**config.mk**
```make
export PLATFORM = sky130hd
export DESIGN_NAME = fdm_motor_wait
export DESIGN_NICKNAME = d
export VERILOG_FILES = /design/src/rtl/fdm_pkg.sv /design/src/rtl/fdm_strobe_edge.sv /design/src/rtl/fdm_monoflop.sv /design/src/rtl/fdm_ready_gen.sv /design/src/rtl/fdm_motor_wait.sv
export SDC_FILE = /design/constraint.sdc
export NUM_CORES = 1
export LEC_CHECK = 0
export ABC_AREA = 1
export CAP_MARGIN = 20
export CORE_MARGIN = 2
export CORE_UTILIZATION = 39
export DETAILED_ROUTE_END_ITERATION = 7
export PLACE_DENSITY = 0.64
export RECOVER_POWER = 25
export SETUP_SLACK_MARGIN = 0.3
export SLEW_MARGIN = 20
export SYNTH_ARGS = -nofsm -noshare
export SYNTH_HDL_FRONTEND = slang
export SYNTH_SLANG_ARGS = --single-unit
```
**constraint.sdc**
```tcl
create_clock -name clk -period 1.5 [get_ports clk]
set_input_delay 0.3 -clock clk [delete_from_list [all_inputs] [get_ports clk]]
set_output_delay 0.3 -clock clk [all_outputs]
set_load 0.1 [all_outputs]
```
**src/rtl/fdm_pkg.sv**
```systemverilog
// Package: shared types for the disk motor / wait-state block.
// Assumes nothing beyond a single clock domain.
package fdm_pkg;

    // Conditions that together request a bus wait state
    typedef struct packed {
        logic sel;     // controller chip addressed
        logic wen;     // wait generation armed
        logic drq;     // data request pending
        logic intrq;   // interrupt pending
        logic motor;   // motor interval running
    } fdm_wait_cond_t;

    // Counter width able to hold the value n
    function automatic int fdm_cnt_w(input int n);
        return (n < 1) ? 1 : $clog2(n + 1);
    endfunction

endpackage

```
**src/rtl/fdm_strobe_edge.sv**
```systemverilog
// Module: fdm_strobe_edge
// Stores the last value written to the motor bit and flags a trigger
// when a 1 is written while the stored value is 0.
// Assumes wr is a single-cycle write strobe in the clk domain.
module fdm_strobe_edge (
    input  logic clk,
    input  logic rst_n,
    input  logic wr,
    input  logic bit_in,
    output logic trig
);

    logic last_q;

    // Remember the previously written strobe value
    always_ff @(posedge clk) begin
        if (!rst_n)
            last_q <= 1'b0;
        else if (wr)
            last_q <= bit_in;
    end

    // Trigger only on a 0 -> 1 transition of the written value
    always_comb trig = wr & bit_in & ~last_q;

    // the stored value follows every write
    a_r1_last_tracks: assert property (@(posedge clk) disable iff (!rst_n)
        wr |=> (last_q == $past(bit_in)));

    // two consecutive writes of 1 trigger at most once
    a_r1_no_double_trig: assert property (@(posedge clk) disable iff (!rst_n)
        (wr && bit_in) |=> !(wr && bit_in && trig));

endmodule

```
**src/rtl/fdm_monoflop.sv**
```systemverilog
// Module: fdm_monoflop
// Retriggerable down-counter holding motor_on high for ON_CYCLES
// cycles after the edge that samples trig.
// Assumes ON_CYCLES >= 1.
module fdm_monoflop #(
    parameter int ON_CYCLES = 4_230_000
) (
    input  logic clk,
    input  logic rst_n,
    input  logic trig,
    output logic motor_on
);
    import fdm_pkg::*;

    localparam int CW = fdm_cnt_w(ON_CYCLES);
    localparam logic [CW-1:0] LOAD = CW'(ON_CYCLES);

    logic [CW-1:0] cnt_q;

    // Reload on trigger, otherwise count down to zero
    always_ff @(posedge clk) begin
        if (!rst_n)
            cnt_q <= '0;
        else if (trig)
            cnt_q <= LOAD;
        else if (cnt_q != '0)
            cnt_q <= cnt_q - CW'(1);
    end

    // Motor runs while the counter is nonzero
    always_comb motor_on = (cnt_q != '0);

    // a trigger turns the motor on at the next edge
    a_r2_trig_starts: assert property (@(posedge clk) disable iff (!rst_n)
        trig |=> motor_on);

    // a trigger restarts from the full count
    a_r3_reload_full: assert property (@(posedge clk) disable iff (!rst_n)
        trig |=> (cnt_q == LOAD));

    // last count cycle without trigger ends the interval
    a_r2_expire: assert property (@(posedge clk) disable iff (!rst_n)
        (cnt_q == CW'(1) && !trig) |=> !motor_on);

    // without a trigger a running motor only counts down by one
    a_r4_no_cut: assert property (@(posedge clk) disable iff (!rst_n)
        (motor_on && !trig) |=> (cnt_q == $past(cnt_q) - CW'(1)));

endmodule

```
**src/rtl/fdm_ready_gen.sv**
```systemverilog
// Module: fdm_ready_gen
// Holds the wait-enable bit and forms bus READY from the wait
// conditions. READY is combinational from registered state and live
// inputs. Assumes drq/intrq are synchronous to clk.
module fdm_ready_gen (
    input  logic clk,
    input  logic rst_n,
    input  logic wen_wr,
    input  logic wen_bit,
    input  logic ctl_sel,
    input  logic drq,
    input  logic intrq,
    input  logic motor_on,
    output logic ready
);
    import fdm_pkg::*;

    logic           wen_q;
    fdm_wait_cond_t cond;

    // Wait-enable register, written by its own strobe
    always_ff @(posedge clk) begin
        if (!rst_n)
            wen_q <= 1'b0;
        else if (wen_wr)
            wen_q <= wen_bit;
    end

    // Gather the conditions and release READY unless all call for a wait
    always_comb begin
        cond.sel   = ctl_sel;
        cond.wen   = wen_q;
        cond.drq   = drq;
        cond.intrq = intrq;
        cond.motor = motor_on;
        ready = ~(cond.sel & cond.wen & ~cond.drq & ~cond.intrq & cond.motor);
    end

    // any pending data request releases the bus
    a_r5_drq_release: assert property (@(posedge clk) disable iff (!rst_n)
        drq |-> ready);

    // any pending interrupt releases the bus
    a_r5_intrq_release: assert property (@(posedge clk) disable iff (!rst_n)
        intrq |-> ready);

    // a stopped motor never stalls the bus
    a_r6_motor_release: assert property (@(posedge clk) disable iff (!rst_n)
        !motor_on |-> ready);

    // the wait enable holds without a write
    a_r7_wen_hold: assert property (@(posedge clk) disable iff (!rst_n)
        !wen_wr |=> $stable(wen_q));

endmodule

```
**src/rtl/fdm_motor_wait.sv**
```systemverilog
// Module: fdm_motor_wait (top)
// Drive motor monoflop plus bus wait-state generator for a disk
// controller card. Assumes all inputs are synchronous to clk and that
// ON_CYCLES is the motor on-time expressed in clock cycles.
module fdm_motor_wait #(
    parameter int ON_CYCLES = 4_230_000
) (
    input  logic clk,
    input  logic rst_n,
    input  logic mot_wr,
    input  logic mot_bit,
    input  logic wen_wr,
    input  logic wen_bit,
    input  logic ctl_sel,
    input  logic drq,
    input  logic intrq,
    output logic motor_en,
    output logic ready
);

    logic trig;

    // Rising-edge detector on the written motor bit
    fdm_strobe_edge i_edge (
        .clk    (clk),
        .rst_n  (rst_n),
        .wr     (mot_wr),
        .bit_in (mot_bit),
        .trig   (trig)
    );

    // Retriggerable on-time counter
    fdm_monoflop #(.ON_CYCLES(ON_CYCLES)) i_mono (
        .clk      (clk),
        .rst_n    (rst_n),
        .trig     (trig),
        .motor_on (motor_en)
    );

    // Wait-enable register and READY gating
    fdm_ready_gen i_rdy (
        .clk      (clk),
        .rst_n    (rst_n),
        .wen_wr   (wen_wr),
        .wen_bit  (wen_bit),
        .ctl_sel  (ctl_sel),
        .drq      (drq),
        .intrq    (intrq),
        .motor_on (motor_en),
        .ready    (ready)
    );

    // reset leaves the motor off and the bus released
    a_r8_reset_clear: assert property (@(posedge clk)
        !rst_n |=> (!motor_en && ready));

endmodule

```
---- After elaboration in Yosys (flattened, before gate mapping) ----
Index checks and enable logic that the tools add are counted.
word-level totals
  register bits ........................... 25
  output and inout bits ................... 2
cells by class
  add/sub/neg operators ................... 1
  muxes and demuxes ....................... 2
  bitwise gates (word level) .............. 11
  reductions and logical operators ........ 3
operators by type and width
  kind                   number
  $mux 23                2
  $reduce_bool 23->1     1
  $sub 23x1->23 const B  1
  $and 1x1->1            6
  $not 1->1              5
  $reduce_bool 2->1      1
  $reduce_or 2->1        1

---- Depth between registers and ports, before layout ----
Gate-level depths: netlist of run 1.
  depth after elaboration ................. 5
  mapped depth ............................ 9
  depth with buffers taken out ............ 9

---- By module ----
From an unflattened synthesis of run 1, not the netlist that was laid out.
unflattened totals
  cell total of the unflattened synthesis .. 220
  area, all modules ....................... 1461.4 sq um
by module, submodules not included
  module           area each (sq um)  instances  sequential area each (sq um)  cells each
  fdm_monoflop     1356.3             1          460.4                         202
  fdm_ready_gen    57.6               1          20.0                          11
  fdm_strobe_edge  47.5               1          20.0                          7

---- Least setup slack after synthesis of run 1 ----
No wires, ideal clock.
  path type ............................... register to output
  from .................................... register i_mono.cnt_q[0]
  to ...................................... output ready
  buffers on the path ..................... 1
  stages on the path, launching flop included .. 8
  data arrival time ....................... 2.158 ns
  path slack .............................. -0.958 ns
  path through ............................ dfxtp_1 -> inv_2 -> ha_1 -> nand2_2 -> nor2_4 -> nand3_4 -> buf_6 -> nand4_1
on the way
  cells in the longest elaborated chain, start to end .. 3
RTL lines
  element                 line                  source
  start, declared         fdm_monoflop.sv:18    logic [CW-1:0] cnt_q;
  start signal, assigned  fdm_monoflop.sv:27    cnt_q <= cnt_q - CW'(1);
  $reduce_bool 23->1      fdm_monoflop.sv:31    always_comb motor_on = (cnt_q != '0);
  named net motor_en      fdm_motor_wait.sv:17  output logic motor_en,
  $and 1x1->1             fdm_ready_gen.sv:36   ready = ~(cond.sel & cond.wen & ~cond.drq & ~cond.intrq & cond.motor);
  $not 1->1               fdm_ready_gen.sv:36
  end, declared           fdm_motor_wait.sv:18  output logic ready
The timed path passes the listed nets, and every way through them passes these cells.

---- Worst setup path in the final report of run 1 ----
  from .................................... register i_mono.cnt_q[0]
  to ...................................... output ready
on the way
  cells in the longest elaborated chain, start to end .. 3
RTL lines
  element             line
  $reduce_bool 23->1  fdm_monoflop.sv:31
  $and 1x1->1         fdm_ready_gen.sv:36
  $not 1->1           fdm_ready_gen.sv:36
Every way passes these cells.

==> results of run 1 <==
## per-stage QoR
stage / utilization (%) / setup slack (ns)
3_3_place_gp: 55.0 / -0.0216
4_1_cts: 62.1 / -0.297
3_5_place_dp: 55.0 / -0.0292
2_1_floorplan: - / -0.713
5_1_grt: 65.8 / -0.387
6_report: 65.8 / -0.301
## layer usage
| metal | vias to the layer above | GRT usage [%] |
|---|---|---|
| li1 | 805 | - |
| met1 | 759 | 26.4 |
| met2 | 22 | 40.5 |
| met3 | 7 | 4.40 |
| met4 | 0 | 6.38 |
| met5 | - | 0 |
## placed cells by master (no fill, tap or decap), types with 3 or more instances in the layout
| master | instances |
|---|---|
| nor2_1 | 25 |
| nand3_1 | 8 |
| buf_6 | 4 |
| nand2_1 | 45 |
| inv_1 | 18 |
| nor2_2 | 10 |
| clkdlybuf4s50_1 | 7 |
| buf_12 | 5 |
| nand3_2 | 9 |
| dfxtp_2 | 7 |
| nand2_4 | 3 |
| clkbuf_4 | 3 |
| inv_2 | 4 |
| dfxtp_1 | 17 |
| nor2_4 | 15 |
| buf_4 | 35 |
| or2_2 | 3 |
| nand4_1 | 7 |
| a21oi_2 | 3 |
| nand2_2 | 12 |
| a21oi_1 | 11 |
## how the worst max path moves through the flow
stage / from / endpoint / slack (ns) / depth (start not counted)
after floorplan: i_mono.cnt_q[0]$_SDFFE_PP0P_ / ready / -0.71 / 7
after global placement: rst_n / i_mono.cnt_q[7]$_SDFFE_PP0P_ / -0.02 / 6
after detailed placement: mot_wr / i_mono.cnt_q[7]$_SDFFE_PP0P_ / -0.03 / 7
after CTS: i_mono.cnt_q[0]$_SDFFE_PP0P_ / ready / -0.30 / 7
after global routing: i_mono.cnt_q[15]$_SDFFE_PN0P_ / ready / -0.39 / 6
final: i_mono.cnt_q[0]$_SDFFE_PP0P_ / ready / -0.30 / 7
## state kept, by name (all words and copies together), names as in the netlist
signal         count
i_mono.cnt_q      23
i_rdy.wen_q        1
i_edge.last_q      1
## cells by family (layout without fill, tap and decap cells)
family,count (synthesis),count (layout)
adders and majority gates,1,1
DFF,25,25
AOI/OAI and AO/OA,19,19
buffers and inverters,27,82
xor gates and xnor gates,5,5
and+or+nand+nor,141,141
## cell type report
class | instances | area, um^2 | area share (%)
timing repair buffer | 54 | 524 | 23.3
clock buffer | 4 | 26.3 | 1.17
inverter | 24 | 95.1 | 4.23
multi-input combinational | 166 | 1030 | 45.8
tap | 46 | 57.6 | 2.56
sequential | 25 | 513 | 22.8
## repair_timing
item / in CTS / in global routing
setup buffers: 7 / 5
resized for setup: 42 / 28
pin swaps: 21 / 12
endpoints found under the setup margin: 25 / 25
hold endpoints to repair: 0 / 0
cloned: 1 / 0
## report_power, final
group | internal (uW) | switching, uW | total (uW)
clock network | 105 | 218 | 323
logic | 1070 | 1350 | 2420
registers | 802 | 116 | 919
total | 1980 | 1680 | 3660
## worst max-delay path: cells and delay by family, from the launching register on
kind / cells / cell delay [ns]
fa+ha+maj: 1 / 0.14
buf+inv: 2 / 0.25
flops: 1 / 0.38
simple gates: 4 / 0.39
==> results by group, run 1 <==
Outcome
  • Status: complete, but fails checks
  • Failing checks: setup timing

CTS
  • Deepest clock path buffer count: 2
  • CTS tree: yes
  • Clk sinks: 25
  • Hold buffers post-CTS: 0
  • Clock Pin Slew Worst Setup and Hold Paths: 0.16 ns
  • CTS root buf: clkbuf_4
  • H-tree levels: 1
  • Skew-Pair Late Insertion Delay: 0.34 ns
  • Num CTS Buffers: 3

Logic synthesis
  • Synth Area in XOR/XNOR: 3.10%
  • Mapped Cells: 218
  • Post-synthesis area per instance: 6.48 um^2
  • Post-synthesis mux area share: 0%
  • #FFs+latches synth: 25
  • Adder-Cell Fraction of Synth Area: 0.886%
  • List of most frequent post-synthesis cells: 59 x nand2_1, 41 x nor2_1, 25 x dfxtp_1
  • Register area share after synthesis: 35.4%
  • Synth warnings: 0
  • Async set-or-reset flop fraction in the synthesized netlist: 0%
  • Post-synth top flop: dfxtp_1
  • Top cell type's share of synthesized area: 35.4%
  • Synth Area in Compound Gates: 7.62%
  • Largest family of logic cells by synthesized area: simple AND/OR/NAND/NOR gates
  • Synth Area in Simple Gates: 44.7%
  • Area of the mapped netlist: 1410 um^2
  • Synth area leaders: dfxtp_1 35%, nand2_1 16%, nor2_1 11%
  • Yosys top cell by area: dfxtp_1
  • Most frequent cell after synthesis: nand2_1
  • Syn_nets: 228
  • Distinct cells, synth: 25
  • Number of synthesized flops with an enable pin: 0

Route
  • Remaining antenna violation count: 0
  • Routed Wire Length: 4.39 mm
  • DR top layer: met4
  • # DRC: 0
  • WL met3: 112 um
  • Vias/cell: 4.99
  • Via count: 1593
  • Met2 wire length: 2.30 mm
  • Router iterations before antenna repair: 4
  • Wire length per cell: 13.7 um
  • DRT iter0 DRCs: 58
  • Wl on met1: 1.93 mm

Min path
  • Hold crit path type: reg -> reg
  • Hold wc startpoint: i_edge.last_q$_SDFFE_PN0P_
  • Worst hold stages: 2
  • Hold path endpoint: i_edge.last_q$_SDFFE_PN0P_

STA
  • Slew Viols, Final: 0
  • Final hold vios: 0
  • Final min period: 1.80 ns
  • Max Clock Freq: 0.555 GHz
  • Final Skew: 0.0259 ns
  • Slew HR: 72.9%
  • Worst-Margin Slew: 0.407 ns
  • Final period util: 120%
  • RSZ-0062 raised after global routing: yes
  • Hold WS: 0.467 ns
  • Count of final setup violators: 6
  • Setup_tns: -0.647 ns
  • Setup ws final: -0.301 ns

Setup path
  • Worst r2r path cells: 9
  • Crit. End Element: output port
  • Crit path cell chain: inv_4, ha_4, nand2_4, nor2_4, nand3_4, nand4_1, buf_12
  • CP max stage delay: 0.38 ns
  • Crit path max-delay cell type: dfxtp_4
  • Required @ worst endpoint: 1.20 ns
  • CP Data Arrival Time: 1.50 ns
  • Worst Setup Start Kind: flip-flop
  • FF-to-FF setup slack: -0.02 ns
  • Worst-path maximum fanout: 3
  • R2r startpoint: i_mono.cnt_q[0]$_SDFFE_PP0P_
  • Kind of critical path: reg -> out
  • Worst flop-to-flop path endpoint: i_mono.cnt_q[5]$_SDFFE_PN0P_

Layout
  • Design area: 2250 um^2
  • Layout area overhead: 59.0%
  • Filler cells: 288
  • Layout Nets: 284
  • Layout cells sized above 1: 44.7%
  • Non-filler cells, final: 319
  • N_diodes: 0

Floorplanning
  • Die width: 64.2 um
  • Die Footprint: 4120 um^2
  • Site row count: 21
  • Core ar.: 3420 um^2
  • Die Span Y: 64.2 um
  • I/O pin total: 11
  • Initial Util: 41.4%

Power
  • Power Total: 3660 uW
  • Peak VDD IR: 959 uV
  • Power Dens Cells: 1630 nW/um^2
  • Leak: 0.00102 uW

Global routing
  • Number of global-route vias before repair: 1607
  • Total gr overflow: 0
  • Initial antenna violation count: 0
  • Pin count of the biggest net entering global routing: 14
  • First-pass GRT wire length: 7.20 mm
  • Total GRT Usage: 22.3%

Placed design
  • DP Wirelength: 2.82 mm
  • Placed Cells: 302
  • RD Place Congestion: 0.851
  • # port buffers: 10
  • DP Area: 1880 um^2

Job
  • Max Cap Violations: 0
No activity file was read; power rests on OpenSTA's default activity.
==> run 2: changes to the inputs <==
- CAP_MARGIN: 20 -> unset
- CELL_PAD_IN_SITES_DETAIL_PLACEMENT: unset -> 0
- CELL_PAD_IN_SITES_GLOBAL_PLACEMENT: unset -> 1
- CORE_ASPECT_RATIO: unset -> 0.9
- CORE_UTILIZATION: 39 -> 36
- PLACE_DENSITY: 0.64 -> 0.78
==> run 2 against run 1 <==
Compared with the run above: the flow still finishes with violations (setup timing); global-route usage decreased by 2.7 points; critical path depth decreased by 1; die area increased by 7.8%; final area increased by 6.5%; sequential cell count unchanged; critical path type unchanged; largest power group unchanged; highest routed layer unchanged.
==> results by group, run 2 (synthesized netlist as in run 1, its figures left out) <==
Outcome
  • Status: complete, but fails checks (unchanged)
  • Failing checks: setup timing (unchanged)

STA
  • Final Skew: 0.00265 ns (was 0.0259 ns)
  • Count of final setup violators: 2 (was 6)
  • Slew Viols, Final: 0 (unchanged)
  • Max Clock Freq: 0.583 GHz (was 0.555 GHz)
  • RSZ-0062 raised after global routing: yes (unchanged)
  • Final period util: 114% (was 120%)
  • Final min period: 1.71 ns (was 1.80 ns)
  • Final hold vios: 0 (unchanged)
  • Worst-Margin Slew: 0.486 ns (was 0.407 ns)
  • Hold WS: 0.475 ns (was 0.467 ns)
  • Slew HR: 67.6% (was 72.9%)
  • Setup ws final: -0.214 ns (was -0.301 ns)

Global routing
  • Initial antenna violation count: 0 (unchanged)
  • First-pass GRT wire length: 6.82 mm (was 7.20 mm)
  • Pin count of the biggest net entering global routing: 16 (was 14)
  • Total GRT Usage: 19.7% (was 22.3%)
  • Number of global-route vias before repair: 1473 (was 1607)
  • Total gr overflow: 0 (unchanged)

Layout
  • Filler cells: 316 (was 288)
  • Layout Utilization: 64.1% (was 65.8%)
  • Commonest non-fill, non-tap cell in the layout: nand2_1 (unchanged)
  • Most frequent cells in the layout: 39 x nand2_1, 37 x buf_4, 23 x nor2_4 (was 45 x nand2_1, 35 x buf_4, 25 x nor2_1)
  • Storage cell area: 515 um^2 (was 513 um^2)
  • Largest Register: i_mono.cnt_q (unchanged)
  • Footprint of the multi-input gates: 1160 um^2 (was 1030 um^2)
  • Largest regs: i_mono.cnt_q x23, i_edge.last_q x1, i_rdy.wen_q x1 (unchanged)
  • N_diodes: 0 (unchanged)
  • Largest register FFs: 23 (unchanged)
  • Layout Nets: 285 (was 284)
  • Design area: 2390 um^2 (was 2250 um^2)
  • Layout cells sized above 1: 54.7% (was 44.7%)
  • Layout area overhead: 69.4% (was 59.0%)

Placed design
  • # port buffers: 10 (unchanged)
  • RD Place Congestion: 0.804 (was 0.851)
  • DP Area: 1910 um^2 (was 1880 um^2)
  • DP Wirelength: 2.93 mm (was 2.82 mm)

Floorplanning
  • Site row count: 21 (unchanged)
  • Core ar.: 3730 um^2 (was 3420 um^2)
  • Initial Util: 37.9% (was 41.4%)
  • I/O pin total: 11 (unchanged)
  • Die Span Y: 63.4 um (was 64.2 um)
  • Die width: 70.0 um (was 64.2 um)
  • Die Footprint: 4440 um^2 (was 4120 um^2)

Setup path
  • Setup crit start: i_mono.cnt_q[4]$_SDFFE_PN0P_ (was i_mono.cnt_q[0]$_SDFFE_PP0P_)
  • CP Data Arrival Time: 1.41 ns (was 1.50 ns)
  • Worst flop-to-flop path endpoint: i_mono.cnt_q[5]$_SDFFE_PN0P_ (unchanged)
  • Kind of critical path: reg -> out (unchanged)
  • Worst r2r path cells: 8 (was 9)
  • Worst Setup Start Kind: flip-flop (unchanged)
  • Required @ worst endpoint: 1.20 ns (about the same)
  • R2r startpoint: i_mono.cnt_q[1]$_SDFFE_PP0P_ (was i_mono.cnt_q[0]$_SDFFE_PP0P_)
  • Worst-path maximum fanout: 3 (unchanged)
  • Crit. End Element: output port (unchanged)
  • FF-to-FF setup slack: 0.08 ns (was -0.02 ns)

Power
  • Leak: 0.00106 uW (was 0.00102 uW)
  • Power Total: 3950 uW (was 3660 uW)
  • Peak VDD IR: 942 uV (was 959 uV)
  • Power Dens Cells: 1650 nW/um^2 (was 1630 nW/um^2)

Min path
  • Worst hold stages: 2 (unchanged)
  • Hold path endpoint: i_edge.last_q$_SDFFE_PN0P_ (unchanged)
  • Hold crit path type: reg -> reg (unchanged)
  • Hold wc startpoint: i_edge.last_q$_SDFFE_PN0P_ (unchanged)

CTS
  • Clk sinks: 25 (unchanged)
  • Deepest clock path buffer count: 2 (unchanged)
  • Num CTS Buffers: 3 (unchanged)
  • Skew-Pair Late Insertion Delay: 0.28 ns (was 0.34 ns)
  • CTS tree: yes (unchanged)
  • Clock Pin Slew Worst Setup and Hold Paths: 0.09 ns (was 0.16 ns)
  • H-tree levels: 1 (unchanged)
  • CTS root buf: clkbuf_8 (was clkbuf_4)

Route
  • Remaining antenna violation count: 0 (unchanged)
  • Router iterations before antenna repair: 4 (unchanged)
  • DRT iter0 DRCs: 108 (was 58)
  • Vias/cell: 4.81 (was 4.99)
  • # DRC: 0 (unchanged)
  • Routed Wire Length: 4.21 mm (was 4.39 mm)
  • Via count: 1540 (was 1593)
  • Wire length per cell: 13.2 um (was 13.7 um)

Job
  • Max Cap Violations: 0 (unchanged)
run 2: layer usage:
layer | GRT usage (%) | routed length (um) | vias to the layer above
met5 | 0 | 0 | -
met4 | 4.81 | 52 | 0
met3 | 4.00 | 258 | 6
met2 | 33.0 | 2050 | 39
met1 | 25.9 | 1850 | 696
li1 | - | - | 799
run 2: where the power goes:
| part | total (uW) | switching (uW) | leakage (uW) | internal (uW) |
|---|---|---|---|---|
| Combinational | 2590 | 1420 | 0.000828 | 1160 |
| Clock | 434 | 246 | 0.0000255 | 187 |
| Sequential | 929 | 120 | 0.000210 | 809 |
run 2: how the worst max path moves through the flow:
stage	endpoint	depth (start not counted)	slack, ns
5_1_grt	ready	6	-0.30
3_5_place_dp	i_mono.cnt_q[7]$_SDFFE_PP0P_	7	-0.09
4_1_cts	ready	7	-0.24
2_1_floorplan	ready	7	-0.71
6_report	ready	6	-0.21
3_3_place_gp	i_mono.cnt_q[7]$_SDFFE_PP0P_	7	-0.11
run 2: final cells by class:
class,count,share of cell area [%]
clock buffers,3,1.73
clock inverters,1,0.209
inverters,24,4.29
multi-input cells,166,48.5
flip-flops and latches,25,21.5
well taps,46,2.41
repair buffers,55,21.3
run 2: worst max-delay path, stage by stage (launching register included):
cell	delay (ns)
dfxtp_2	0.35
nor2_4	0.13
nand2_2	0.09
nor2_4	0.14
nand3_4	0.10
nand4_1	0.13
buf_12	0.19
run 2: what timing repair did:
| action | in CTS | in global routing |
|---|---|---|
| setup endpoints to repair | 25 | 25 |
| gates resized for setup | 49 | 63 |
| buffers inserted | 3 | 7 |
| pin swaps | 17 | 32 |
| hold buffers | 0 | 0 |
| endpoints found under the hold margin | 0 | 0 |
run 2: per-stage QoR:
step	worst slack, ns	cells	TNS [ns]
floorplan	-0.713	218	-0.713
global placement	-0.106	306	-0.134
detailed placement	-0.0928	306	-0.124
CTS	-0.238	313	-0.456
global route	-0.303	320	-0.612
finish	-0.214	320	-0.409
